`src/rtl/qb_pkg.sv`:
```
package qb_pkg;

  // Strobes from the control FSM to the datapath
  typedef struct packed {
    logic capture;    // store inData into the block buffer
    logic restart;    // captured element starts a new block
    logic startZp;    // launch zero-point division
    logic latchZp;    // store zero-point quotient
    logic emitMeta;   // present block metadata
    logic startCode;  // launch division for the current element
    logic emitCode;   // present a code
  } qbStrobe_t;

  // Status from the datapath back to control
  typedef struct packed {
    logic wrLast;     // write position is the final slot
    logic spanZero;   // block span is zero
    logic needZp;     // asymmetric block needs a zero-point division
    logic divDone;    // divider result ready
    logic rdLast;     // read position is the final slot
  } qbStatus_t;

  typedef enum logic [2:0] {
    S_COLLECT, S_PREP, S_ZP, S_META, S_CSTART, S_CWAIT, S_ZEMIT
  } qbState_t;

endpackage

```
`src/rtl/qb_divider.sv`:
```
module qb_divider #(
  parameter int NUM_W = 27,
  parameter int DEN_W = 18
) (
  input  logic             clk,
  input  logic             rstN,
  input  logic             start,
  input  logic [NUM_W-1:0] num,
  input  logic [DEN_W-1:0] den,
  output logic             busy,
  output logic             done,
  output logic [NUM_W-1:0] quo
);
  localparam int CNT_W = $clog2(NUM_W);

  logic [NUM_W-1:0] numSh;
  logic [DEN_W-1:0] rem;
  logic [CNT_W-1:0] cnt;
  logic [DEN_W:0]   trial;
  logic [DEN_W:0]   diff;
  logic             qBit;

  always_comb begin
    trial = {rem, numSh[NUM_W-1]};
    diff  = trial - {1'b0, den};
    qBit  = (trial >= {1'b0, den});
  end

  always_ff @(posedge clk) begin
    if (!rstN) begin
      numSh <= '0;
      rem   <= '0;
      cnt   <= '0;
      busy  <= 1'b0;
      done  <= 1'b0;
      quo   <= '0;
    end else begin
      done <= 1'b0;
      if (start) begin
        numSh <= num;
        rem   <= '0;
        quo   <= '0;
        cnt   <= CNT_W'(NUM_W-1);
        busy  <= 1'b1;
      end else if (busy) begin
        rem   <= qBit ? diff[DEN_W-1:0] : trial[DEN_W-1:0];
        quo   <= {quo[NUM_W-2:0], qBit};
        numSh <= {numSh[NUM_W-2:0], 1'b0};
        cnt   <= cnt - 1'b1;
        if (cnt == '0) begin
          busy <= 1'b0;
          done <= 1'b1;
        end
      end
    end
  end

  div_start_idle_chk: assert property (@(posedge clk) disable iff (!rstN)
    start |-> !busy);

  div_done_chk: assert property (@(posedge clk) disable iff (!rstN)
    done |-> $past(busy));

endmodule

```
`src/rtl/qb_datapath.sv`:
```
module qb_datapath import qb_pkg::*; #(
  parameter int BLOCK_LEN = 16,
  parameter int DATA_W    = 16,
  parameter int CODE_W    = 8
) (
  input  logic                     clk,
  input  logic                     rstN,
  input  qbStrobe_t                st,
  input  logic signed [DATA_W-1:0] inData,
  input  logic                     asymMode,
  output qbStatus_t                stat,
  output logic                     metaValid,
  output logic [DATA_W:0]          metaScale,
  output logic [CODE_W-1:0]        metaZero,
  output logic                     outValid,
  output logic [CODE_W-1:0]        outCode,
  output logic                     outLast
);
  localparam int IDX_W    = $clog2(BLOCK_LEN);
  localparam int MAG_W    = DATA_W + 1;
  localparam int NUM_W    = MAG_W + CODE_W + 2;
  localparam int DEN_W    = MAG_W + 1;
  localparam int SYM_TOP  = (1 << (CODE_W-1)) - 1;
  localparam int ASYM_TOP = (1 << CODE_W) - 1;

  logic signed [DATA_W-1:0] blockMem [BLOCK_LEN];
  logic [IDX_W-1:0]         wrIdx, rdIdx, wrPos;
  logic signed [DATA_W-1:0] curMin, curMax, elem;
  logic                     blkAsym;
  logic [CODE_W-1:0]        zpReg;

  logic signed [MAG_W-1:0]  minE, maxE, elemE;
  logic [MAG_W-1:0]         absMin, absMax, absElem, offElem, span, numOff;
  logic [NUM_W-1:0]         rangeTop2, divNum, divQuo, satTop;
  logic [DEN_W-1:0]         divDen;
  logic [CODE_W-1:0]        qSat, codeVal;
  logic                     divBusy, divDone;

  always_comb begin
    wrPos   = st.restart ? '0 : wrIdx;
    elem    = blockMem[rdIdx];
    minE    = {curMin[DATA_W-1], curMin};
    maxE    = {curMax[DATA_W-1], curMax};
    elemE   = {elem[DATA_W-1], elem};
    absMin  = minE[MAG_W-1]  ? MAG_W'(-minE)  : MAG_W'(minE);
    absMax  = maxE[MAG_W-1]  ? MAG_W'(-maxE)  : MAG_W'(maxE);
    absElem = elemE[MAG_W-1] ? MAG_W'(-elemE) : MAG_W'(elemE);
    offElem = MAG_W'(elemE - minE);
    if (blkAsym) span = MAG_W'(maxE - minE);
    else         span = (absMax > absMin) ? absMax : absMin;

    // Numerator: offset*2*top + span, denominator 2*span -> half-step rounding
    numOff    = st.startZp ? absMin : (blkAsym ? offElem : absElem);
    rangeTop2 = blkAsym ? NUM_W'(2*ASYM_TOP) : NUM_W'(2*SYM_TOP);
    divNum    = NUM_W'(numOff) * rangeTop2 + NUM_W'(span);
    divDen    = {span, 1'b0};

    satTop  = blkAsym ? NUM_W'(ASYM_TOP) : NUM_W'(SYM_TOP);
    qSat    = (divQuo > satTop) ? satTop[CODE_W-1:0] : divQuo[CODE_W-1:0];
    codeVal = (!blkAsym && elemE[MAG_W-1]) ? (CODE_W'(0) - qSat) : qSat;

    stat.wrLast   = (wrIdx == IDX_W'(BLOCK_LEN-1));
    stat.rdLast   = (rdIdx == IDX_W'(BLOCK_LEN-1));
    stat.spanZero = (span == '0);
    stat.needZp   = blkAsym && minE[MAG_W-1] && (span != '0);
    stat.divDone  = divDone;
  end

  qb_divider #(.NUM_W(NUM_W), .DEN_W(DEN_W)) u_div (
    .clk   (clk),
    .rstN  (rstN),
    .start (st.startZp | st.startCode),
    .num   (divNum),
    .den   (divDen),
    .busy  (divBusy),
    .done  (divDone),
    .quo   (divQuo)
  );

  always_ff @(posedge clk) begin
    if (st.capture) blockMem[wrPos] <= inData;
  end

  always_ff @(posedge clk) begin
    if (!rstN) begin
      wrIdx     <= '0;
      rdIdx     <= '0;
      curMin    <= '0;
      curMax    <= '0;
      blkAsym   <= 1'b0;
      zpReg     <= '0;
      metaValid <= 1'b0;
      metaScale <= '0;
      metaZero  <= '0;
      outValid  <= 1'b0;
      outCode   <= '0;
      outLast   <= 1'b0;
    end else begin
      metaValid <= 1'b0;
      outValid  <= 1'b0;
      if (st.capture) begin
        wrIdx <= wrPos + 1'b1;
        if (st.restart) begin
          curMin  <= inData;
          curMax  <= inData;
          blkAsym <= asymMode;
        end else begin
          if (inData < curMin) curMin <= inData;
          if (inData > curMax) curMax <= inData;
        end
      end
      if (st.latchZp) zpReg <= qSat;
      if (st.emitMeta) begin
        metaValid <= 1'b1;
        metaScale <= span;
        metaZero  <= stat.needZp ? zpReg : '0;
        rdIdx     <= '0;
      end
      if (st.emitCode) begin
        outValid <= 1'b1;
        outCode  <= stat.spanZero ? '0 : codeVal;
        outLast  <= stat.rdLast;
        rdIdx    <= rdIdx + 1'b1;
      end
    end
  end

  // Checker state for ordering and count properties
  logic             metaSeen;
  logic [IDX_W:0]   codeCnt;

  always_ff @(posedge clk) begin
    if (!rstN) begin
      metaSeen <= 1'b0;
      codeCnt  <= '0;
    end else begin
      if (metaValid) begin
        metaSeen <= 1'b1;
        codeCnt  <= '0;
      end else if (outValid) begin
        codeCnt <= codeCnt + 1'b1;
        if (outLast) metaSeen <= 1'b0;
      end
    end
  end


  sym_code_range_chk: assert property (@(posedge clk) disable iff (!rstN)
    (outValid && !blkAsym) |-> (outCode != {1'b1, {(CODE_W-1){1'b0}}}));


  meta_before_code_chk: assert property (@(posedge clk) disable iff (!rstN)
    outValid |-> metaSeen);


  last_count_chk: assert property (@(posedge clk) disable iff (!rstN)
    (outValid && outLast) |-> (codeCnt == (IDX_W+1)'(BLOCK_LEN-1)));


  zero_scale_chk: assert property (@(posedge clk) disable iff (!rstN)
    (metaValid && metaScale == '0) |-> (metaZero == '0));

endmodule

```
`src/rtl/qb_ctrl.sv`:
```
module qb_ctrl import qb_pkg::*; (
  input  logic      clk,
  input  logic      rstN,
  input  logic      inValid,
  input  logic      inFirst,
  input  qbStatus_t stat,
  output qbStrobe_t st,
  output logic      inReady
);
  qbState_t state, nextState;
  logic     blkOpen, nextOpen;

  always_ff @(posedge clk) begin
    if (!rstN) begin
      state   <= S_COLLECT;
      blkOpen <= 1'b0;
    end else begin
      state   <= nextState;
      blkOpen <= nextOpen;
    end
  end

  always_comb begin
    st        = '0;
    nextState = state;
    nextOpen  = blkOpen;
    inReady   = 1'b0;
    unique case (state)
      S_COLLECT: begin
        inReady = 1'b1;
        if (inValid) begin
          if (inFirst) begin
            st.capture = 1'b1;
            st.restart = 1'b1;
            nextOpen   = 1'b1;
          end else if (blkOpen) begin
            st.capture = 1'b1;
            if (stat.wrLast) begin
              nextOpen  = 1'b0;
              nextState = S_PREP;
            end
          end
        end
      end
      S_PREP: begin
        if (!stat.spanZero && stat.needZp) begin
          st.startZp = 1'b1;
          nextState  = S_ZP;
        end else begin
          nextState = S_META;
        end
      end
      S_ZP: begin
        if (stat.divDone) begin
          st.latchZp = 1'b1;
          nextState  = S_META;
        end
      end
      S_META: begin
        st.emitMeta = 1'b1;
        nextState   = stat.spanZero ? S_ZEMIT : S_CSTART;
      end
      S_CSTART: begin
        st.startCode = 1'b1;
        nextState    = S_CWAIT;
      end
      S_CWAIT: begin
        if (stat.divDone) begin
          st.emitCode = 1'b1;
          nextState   = stat.rdLast ? S_COLLECT : S_CSTART;
        end
      end
      S_ZEMIT: begin
        st.emitCode = 1'b1;
        if (stat.rdLast) nextState = S_COLLECT;
      end
      default: nextState = S_COLLECT;
    endcase
  end

endmodule

```
`src/rtl/block_quantizer.sv`:
```
module block_quantizer import qb_pkg::*; #(
  parameter int BLOCK_LEN = 16,
  parameter int DATA_W    = 16,
  parameter int CODE_W    = 8
) (
  input  logic              clk,
  input  logic              rstN,
  input  logic              asymMode,
  input  logic              inValid,
  input  logic              inFirst,
  input  logic [DATA_W-1:0] inData,
  output logic              inReady,
  output logic              metaValid,
  output logic [DATA_W:0]   metaScale,
  output logic [CODE_W-1:0] metaZero,
  output logic              outValid,
  output logic [CODE_W-1:0] outCode,
  output logic              outLast
);
  qbStrobe_t st;
  qbStatus_t stat;

  qb_ctrl u_ctrl (
    .clk     (clk),
    .rstN    (rstN),
    .inValid (inValid),
    .inFirst (inFirst),
    .stat    (stat),
    .st      (st),
    .inReady (inReady)
  );

  qb_datapath #(
    .BLOCK_LEN (BLOCK_LEN),
    .DATA_W    (DATA_W),
    .CODE_W    (CODE_W)
  ) u_dp (
    .clk       (clk),
    .rstN      (rstN),
    .st        (st),
    .inData    ($signed(inData)),
    .asymMode  (asymMode),
    .stat      (stat),
    .metaValid (metaValid),
    .metaScale (metaScale),
    .metaZero  (metaZero),
    .outValid  (outValid),
    .outCode   (outCode),
    .outLast   (outLast)
  );


  drain_ready_chk: assert property (@(posedge clk) disable iff (!rstN)
    (metaValid || (outValid && !outLast)) |-> !inReady);

endmodule

```
`config.mk`:
```
export PLATFORM = sky130hd
export DESIGN_NAME = block_quantizer
export DESIGN_NICKNAME = d
export VERILOG_FILES = /design/src/rtl/qb_pkg.sv /design/src/rtl/qb_divider.sv /design/src/rtl/qb_datapath.sv /design/src/rtl/qb_ctrl.sv /design/src/rtl/block_quantizer.sv
export SDC_FILE = /design/constraint.sdc
export NUM_CORES = 1
export LEC_CHECK = 0
export BUFFER_PORTS_ARGS = -buffer_cell sky130_fd_sc_hd__buf_2
export CORE_MARGIN = 2
export CORE_UTILIZATION = 64
export CTS_CLUSTER_DIAMETER = 200
export DETAILED_ROUTE_END_ITERATION = 10
export PLACE_DENSITY = 0.79
export SKIP_CTS_REPAIR_TIMING = 1
export SLEW_MARGIN = 5
export SYNTH_ARGS = -nofsm -noshare
export SYNTH_HDL_FRONTEND = slang
export SYNTH_SLANG_ARGS = --single-unit
```
`constraint.sdc`:
```
create_clock -name clk -period 12.9 [get_ports clk]
set_input_delay 2.58 -clock clk [delete_from_list [all_inputs] [get_ports clk]]
set_output_delay 2.58 -clock clk [all_outputs]
set_load 0.005 [all_outputs]
```
==> results of run 1 <==
[where the power goes]
part	internal, mW	switching (mW)	leakage, nW
Clock	0.728	0.575	0.721
Sequential	1.46	0.0148	3.70
Combinational	1.77	2.29	6.82
[layout make-up]
cell class / count / share of cell area, %
tap: 532 / 2.32
clock buffer: 58 / 4.31
inverter: 212 / 2.78
clock inverter: 25 / 0.852
multi-input combinational: 1553 / 48.8
sequential: 428 / 38.9
timing repair buffer: 98 / 2.07
[how the worst min path moves through the flow]
stage                   endpoint  cells past startpoint  slack (ps)
2_1_floorplan           register                      1         430
3_3_place_gp        u_dp.outLast                      2         450
3_5_place_dp   u_dp.metaScale[0]                      2         450
4_1_cts         u_dp.metaZero[1]                      1         470
5_1_grt        u_dp.metaScale[0]                      2         480
6_report        u_dp.metaZero[1]                      1         470
[synthesized netlist by cell type (7+ instances only)]
cell type    n
buf_1       11
nor2b_1     14
xor2_1      30
buf_6        7
a2111o_1     8
mux2i_1    102
a22oi_1      9
nor4_1      12
nor2_1     192
mux4_2      80
nand2b_1    20
o21ai_0     68
o21a_1      10
nand2_1    113
o21bai_1    10
a22o_1      16
or3_1       10
nand4_1     19
mux2_4       9
a31oi_1     18
o31ai_1     26
nor3_1      29
a21o_1      46
buf_2        9
o211ai_1    11
nand3_1     55
fa_1       107
mux2_2      24
a211oi_1    36
a21oi_1     90
and3_1      11
ha_1       179
inv_1      211
clkbuf_1    66
and2_1      13
xnor2_1     76
o41ai_1      8
a21boi_0     9
dfxtp_1    172
edfxtp_1   256
[worst reg2reg max path: cells and delay by family (launching register included)]
family	cells	cell delay, ps
XOR/XNOR	1	290
adder cells (fa/ha/maj)	8	3610
buffers and inverters	6	1100
AO/OA/AOI/OAI	16	4170
flip-flops	1	320
AND/OR/NAND/NOR	7	1840
multiplexers	2	740
[metal layers]
metal	track usage (%)	vias up	share of wire [%]
met2	55.1	803	48
met5	0	-	0
met3	5.65	197	7.0
met1	42.7	9143	40
li1	-	8433	-
met4	16.0	0	5.2
[kinds of logic after synthesis]
family / count (synthesis) / share of synthesized area (%)
and+or+nand+nor: 521 / 9.42
DFF: 428 / 42.3
AOI/OAI and AO/OA: 423 / 11.1
buffers and inverters: 308 / 4.68
adders and majority gates: 286 / 16.7
muxes: 215 / 12.3
xor gates and xnor gates: 106 / 3.53
other: 2 / 0.0285
[flip-flops by register name, indices dropped and copies added (netlist names), named ones only]
register / count
u_ctrl.blkOpen: 1
u_ctrl.state: 3
u_dp.blkAsym: 1
u_dp.blockMem: 256
u_dp.curMax: 16
u_dp.curMin: 16
u_dp.metaScale: 17
u_dp.metaValid: 1
u_dp.metaZero: 8
u_dp.outCode: 8
u_dp.outLast: 1
u_dp.outValid: 1
u_dp.rdIdx: 4
u_dp.u_div.busy: 1
u_dp.u_div.cnt: 5
u_dp.u_div.done: 1
u_dp.u_div.numSh: 27
u_dp.u_div.quo: 27
u_dp.u_div.rem: 18
u_dp.wrIdx: 4
u_dp.zpReg: 8
[per-stage QoR]
stage / setup WS (ps) / hold slack, ps / utilization (%) / instances
6_report: 668 / 469 / 70.3 / 2906
5_1_grt: 105 / 483 / 70.3 / 2906
4_1_cts: 584 / 465 / 70.3 / 2905
3_5_place_dp: 611 / 450 / 66.7 / 2822
3_3_place_gp: 1060 / 448 / 66.7 / 2822
2_1_floorplan: 2190 / 427 / - / 2289
==> run summary, run 1 <==
register area: 11100 µm²
CTS tree: yes
Mapped Area: 26300 µm²
CP Launch Type: register
pwr dens: 238 nW/µm²
clk slew on worst S/H paths: 60 ps
outcome: finished, final reports clean
Worst Setup End Kind: register
CTS H-tree lvls: 2
Crit path max-delay family: compound AO/OA/AOI/OAI gates
Setup Skew: 30.5 ps
Finished Cell Area: 28700 µm²
initial antenna violation count: 0
Final min period: 12230 ps
multi-input logic area: 14000 µm²
Die ar.: 42800 µm²
DRC viols: 0
Critical Path End: u_dp.u_div.numSh[23]
Reg-to-Reg Start: u_dp.curMin[1]
leakage: 11.2 nW
post-route ant nets: 0
largest buffer count on any clock path: 3
Data required, critical path: 13340 ps
DRT iter0 DRCs: 2053
Slew headroom: 17.7%
num rows: 74
Final nets: 2645
Largest stage delay, worst path: 640 ps
Post-DP Area: 27200 µm²
Worst Setup Path Type: reg2reg
average cell area after synthesis: 11.5 µm²
most common cell after layout, fill and taps aside: edfxtp_1
Overall Power: 6.83 mW
Die X: 207 µm
GP Congestion: 0.967
min-delay worst type: reg2reg
cts bufs inserted: 45
Detailed Route WL: 69300 µm
vias in the first global route: 18562
Mapped Cells: 2289
Main synth FF type: edfxtp_1
vias after detailed routing: 18576
Post-synth ARST share: 0%
wire length of the first global-routing pass: 107000 µm
top cells by area, synth: edfxtp_1, dfxtp_1, ha_1, fa_1, mux4_2
setup_tns: 0 ps
# fillers: 2804
max-slew violations: 0
Die Span Y: 207 µm
number of iterations in the first detailed-routing pass: 5
final worst-path cycle share: 94.8%
maxcap violations: 0
core area: 40700 µm²
Final Hold Vio Count: 0
post-synth top area cell: edfxtp_1
number of unique standard cell types used by synthesis: 87
GRT Resource Usage Total: 33.2%
Crit Path Max Fanout: 36
WL per Instance: 23.8 µm
WP depth: 40
starting density of the core: 64.6%
worst r2r path cells: 40
YS warnings: 0
Sink Count: 428
area share of the leading cell type in the synthesized netlist: 29.2%
Root Buffer: clkbuf_16
via-per-instance ratio: 6.39
Hold Path Origin: u_dp.zpReg[1]
I/O pin count: 58
pin count of the biggest net entering global routing: 69
IR drop worst, VDD: 0.288 mV
crit path launch: u_dp.curMin[1]
Peak Freq: 0.0818 GHz
#FFs+latches synth: 428
FF-to-FF End: u_dp.u_div.numSh[23]
Post-synth EDFFs: 256
IO buf count: 57
Buf/Inv on CP: 6
FF-to-FF setup slack: 670 ps
area grow syn2layout: 8.88%
clk_lat worst skew: 600 ps
share of cells above drive strength 1: 13.5%
Critical Path AT: 12670 ps
RSZ-0062 raised after global routing: no
most frequent cells in the layout: edfxtp_1, inv_1, nor2_1
Worst Tran Pin Value: 1220 ps
Setup Viol. Count Final: 0
grt ovf: 0
slowest cell on the critical path: a211oi_2
diode count: 0
sequential area share after synthesis: 42.3%
Mapped Nets: 2596
DP HPWL: 48600 µm
No activity file was read; power rests on OpenSTA's default activity.
==> run 2: changes to the inputs <==
PLACE_DENSITY = 0.85   (was 0.79)
==> run 2 against run 1 <==
  * Final cell count barely moved
  * Critical path type unchanged
  * Design area grew 0.21%
  * Largest cell class unchanged
  * Critical endpoint unchanged
  * Clock skew increased by 9.4 ps
  * Critical path depth grew 2
==> run summary, run 2 (synthesis results as in run 1) <==
via-per-instance ratio: 6.54 (was 6.39)
maxcap violations: 0 (unchanged)
Data required, critical path: 13330 ps (was 13340 ps)
FF-to-FF End: u_dp.u_div.numSh[23] (unchanged)
Reg with most FFs: u_dp.blockMem (unchanged)
Sink Count: 428 (unchanged)
slowest cell on the critical path: fa_1 (was a211oi_2)
Final min period: 12070 ps (was 12230 ps)
RSZ-0062 raised after global routing: no (unchanged)
max-slew violations: 0 (unchanged)
Peak Freq: 0.0829 GHz (was 0.0818 GHz)
Die X: 207 µm (unchanged)
IO buf count: 57 (unchanged)
pwr dens: 241 nW/µm² (was 238 nW/µm²)
share of cells above drive strength 1: 13.8% (was 13.5%)
core area: 40700 µm² (unchanged)
Worst Setup Path Type: reg2reg (unchanged)
Hold Path End: u_dp.outLast (was u_dp.metaZero[1])
starting density of the core: 64.6% (unchanged)
Overall Power: 6.92 mW (was 6.83 mW)
DP HPWL: 49500 µm (was 48600 µm)
WL per Instance: 24.6 µm (was 23.8 µm)
num rows: 74 (unchanged)
post-route ant nets: 0 (unchanged)
number of iterations in the first detailed-routing pass: 7 (was 5)
diode count: 0 (unchanged)
post-route insts no fill: 2907 (was 2906)
area grow syn2layout: 9.11% (was 8.88%)
DRC viols: 0 (unchanged)
leakage: 11.3 nW (was 11.2 nW)
Setup Skew: 40.0 ps (was 30.5 ps)
max FFs per register: 256 (unchanged)
Crit Path Max Fanout: 29 (was 36)
outcome: finished, final reports clean (unchanged)
wire length of the first global-routing pass: 110000 µm (was 107000 µm)
final hold slack: 467 ps (was 469 ps)
CTS H-tree lvls: 2 (unchanged)
setup_tns: 0 ps (unchanged)
CP Launch Type: register (unchanged)
cts bufs inserted: 44 (was 45)
most frequent cells in the layout: edfxtp_1, inv_1, nor2_1 (unchanged)
Reg-to-Reg Start: u_dp.curMin[1] (unchanged)
DRT iter0 DRCs: 2238 (was 2053)
Slew headroom: 16.1% (was 17.7%)
placed cells: 2825 (was 2822)
Post-DP Area: 27200 µm² (about the same)
worst r2r path cells: 42 (was 40)
biggest registers after layout: u_dp.blockMem (256), u_dp.u_div.numSh (27), u_dp.u_div.quo (27) (unchanged)
Die ar.: 42800 µm² (unchanged)
Worst Tran Pin Value: 1260 ps (was 1220 ps)
IR drop worst, VDD: 0.414 mV (was 0.288 mV)
GRT Resource Usage Total: 34.4% (was 33.2%)
Worst Setup End Kind: register (unchanged)
Detailed Route WL: 71600 µm (was 69300 µm)
CTS tree: yes (unchanged)
Root Buffer: clkbuf_16 (unchanged)
GP Congestion: 0.986 (was 0.967)
clk slew on worst S/H paths: 60 ps (about the same)
Critical Path AT: 12500 ps (was 12670 ps)
final worst-path cycle share: 93.5% (was 94.8%)
grt ovf: 0 (unchanged)
final core occ: 70.5% (was 70.3%)
vias after detailed routing: 19021 (was 18576)
vias in the first global route: 19215 (was 18562)
Largest stage delay, worst path: 560 ps (was 640 ps)
Worst Hold Path Cells: 2 (was 1)
setup slack after layout: 832 ps (was 668 ps)
largest buffer count on any clock path: 3 (unchanged)
pin count of the biggest net entering global routing: 61 (was 69)
Hold Path Origin: u_dp.outLast (was u_dp.zpReg[1])
min-delay worst type: reg2reg (unchanged)
clk_lat worst skew: 600 ps (about the same)
Finished Cell Area: 28700 µm² (about the same)
most common cell after layout, fill and taps aside: edfxtp_1 (unchanged)
Place WS: 591 ps (was 611 ps)
Die Span Y: 207 µm (unchanged)
Final Hold Vio Count: 0 (unchanged)
I/O pin count: 58 (unchanged)
initial antenna violation count: 0 (unchanged)
Setup Viol. Count Final: 0 (unchanged)
Final nets: 2649 (was 2645)
FF-to-FF setup slack: 830 ps (was 670 ps)
[run 2: cell types whose count changed in the layout (fill, tap and decap cells not counted), sizes merged]
| cell | before | now |
|---|---|---|
| clkinvlp | 3 | 5 |
| buf | 98 | 103 |
| bufinv | 2 | 5 |
| clkinv | 18 | 11 |
| clkbuf | 58 | 55 |
| inv | 214 | 215 |
[run 2: worst max-delay path, delay by kind of cell (launching register included)]
kind	cells	cell delay (ps)
simple gates	12	3030
buf+inv	7	1420
flops	1	330
xor+xnor	1	210
compound gates	13	3020
fa+ha+maj	8	3420
mux	1	480
[run 2: where the power goes]
part / total [mW] / switching, mW / leakage [nW] / internal, mW
logic: 4.13 / 2.35 / 6.84 / 1.78
registers: 1.47 / 0.0143 / 3.70 / 1.46
clock network: 1.32 / 0.557 / 0.720 / 0.760
[run 2: worst max-delay path by stage]
| stage | cells after the start | slack (ps) | startpoint | to |
|---|---|---|---|---|
| after floorplan | 41 | 2190 | u_dp.curMin[1] | u_dp.u_div.numSh[23] |
| after global placement | 40 | 1100 | u_dp.curMin[1] | u_dp.u_div.numSh[23] |
| after detailed placement | 40 | 590 | u_dp.curMin[1] | u_dp.u_div.numSh[23] |
| after CTS | 40 | 490 | u_dp.curMin[1] | u_dp.u_div.numSh[23] |
| after global routing | 42 | 140 | u_dp.curMin[1] | u_dp.u_div.numSh[23] |
| final | 42 | 830 | u_dp.curMin[1] | u_dp.u_div.numSh[23] |
[run 2: per-layer routing]
| layer | vias up | share of wire, % | global-route usage (%) |
|---|---|---|---|
| met2 | 973 | 49 | 58.5 |
| met3 | 255 | 7.6 | 4.96 |
| met5 | - | 0 | 0 |
| met1 | 9358 | 38 | 43.2 |
| li1 | 8435 | - | - |
| met4 | 0 | 5.6 | 17.2 |
[run 2: area by class of cell]
type	count	area, µm²
clock buffers	55	1180
clock inverters	24	308
fillers	2757	12000
inverters	212	796
multi-input cells	1553	14000
flip-flops and latches	428	11100
well taps	532	666
repair buffers	103	631
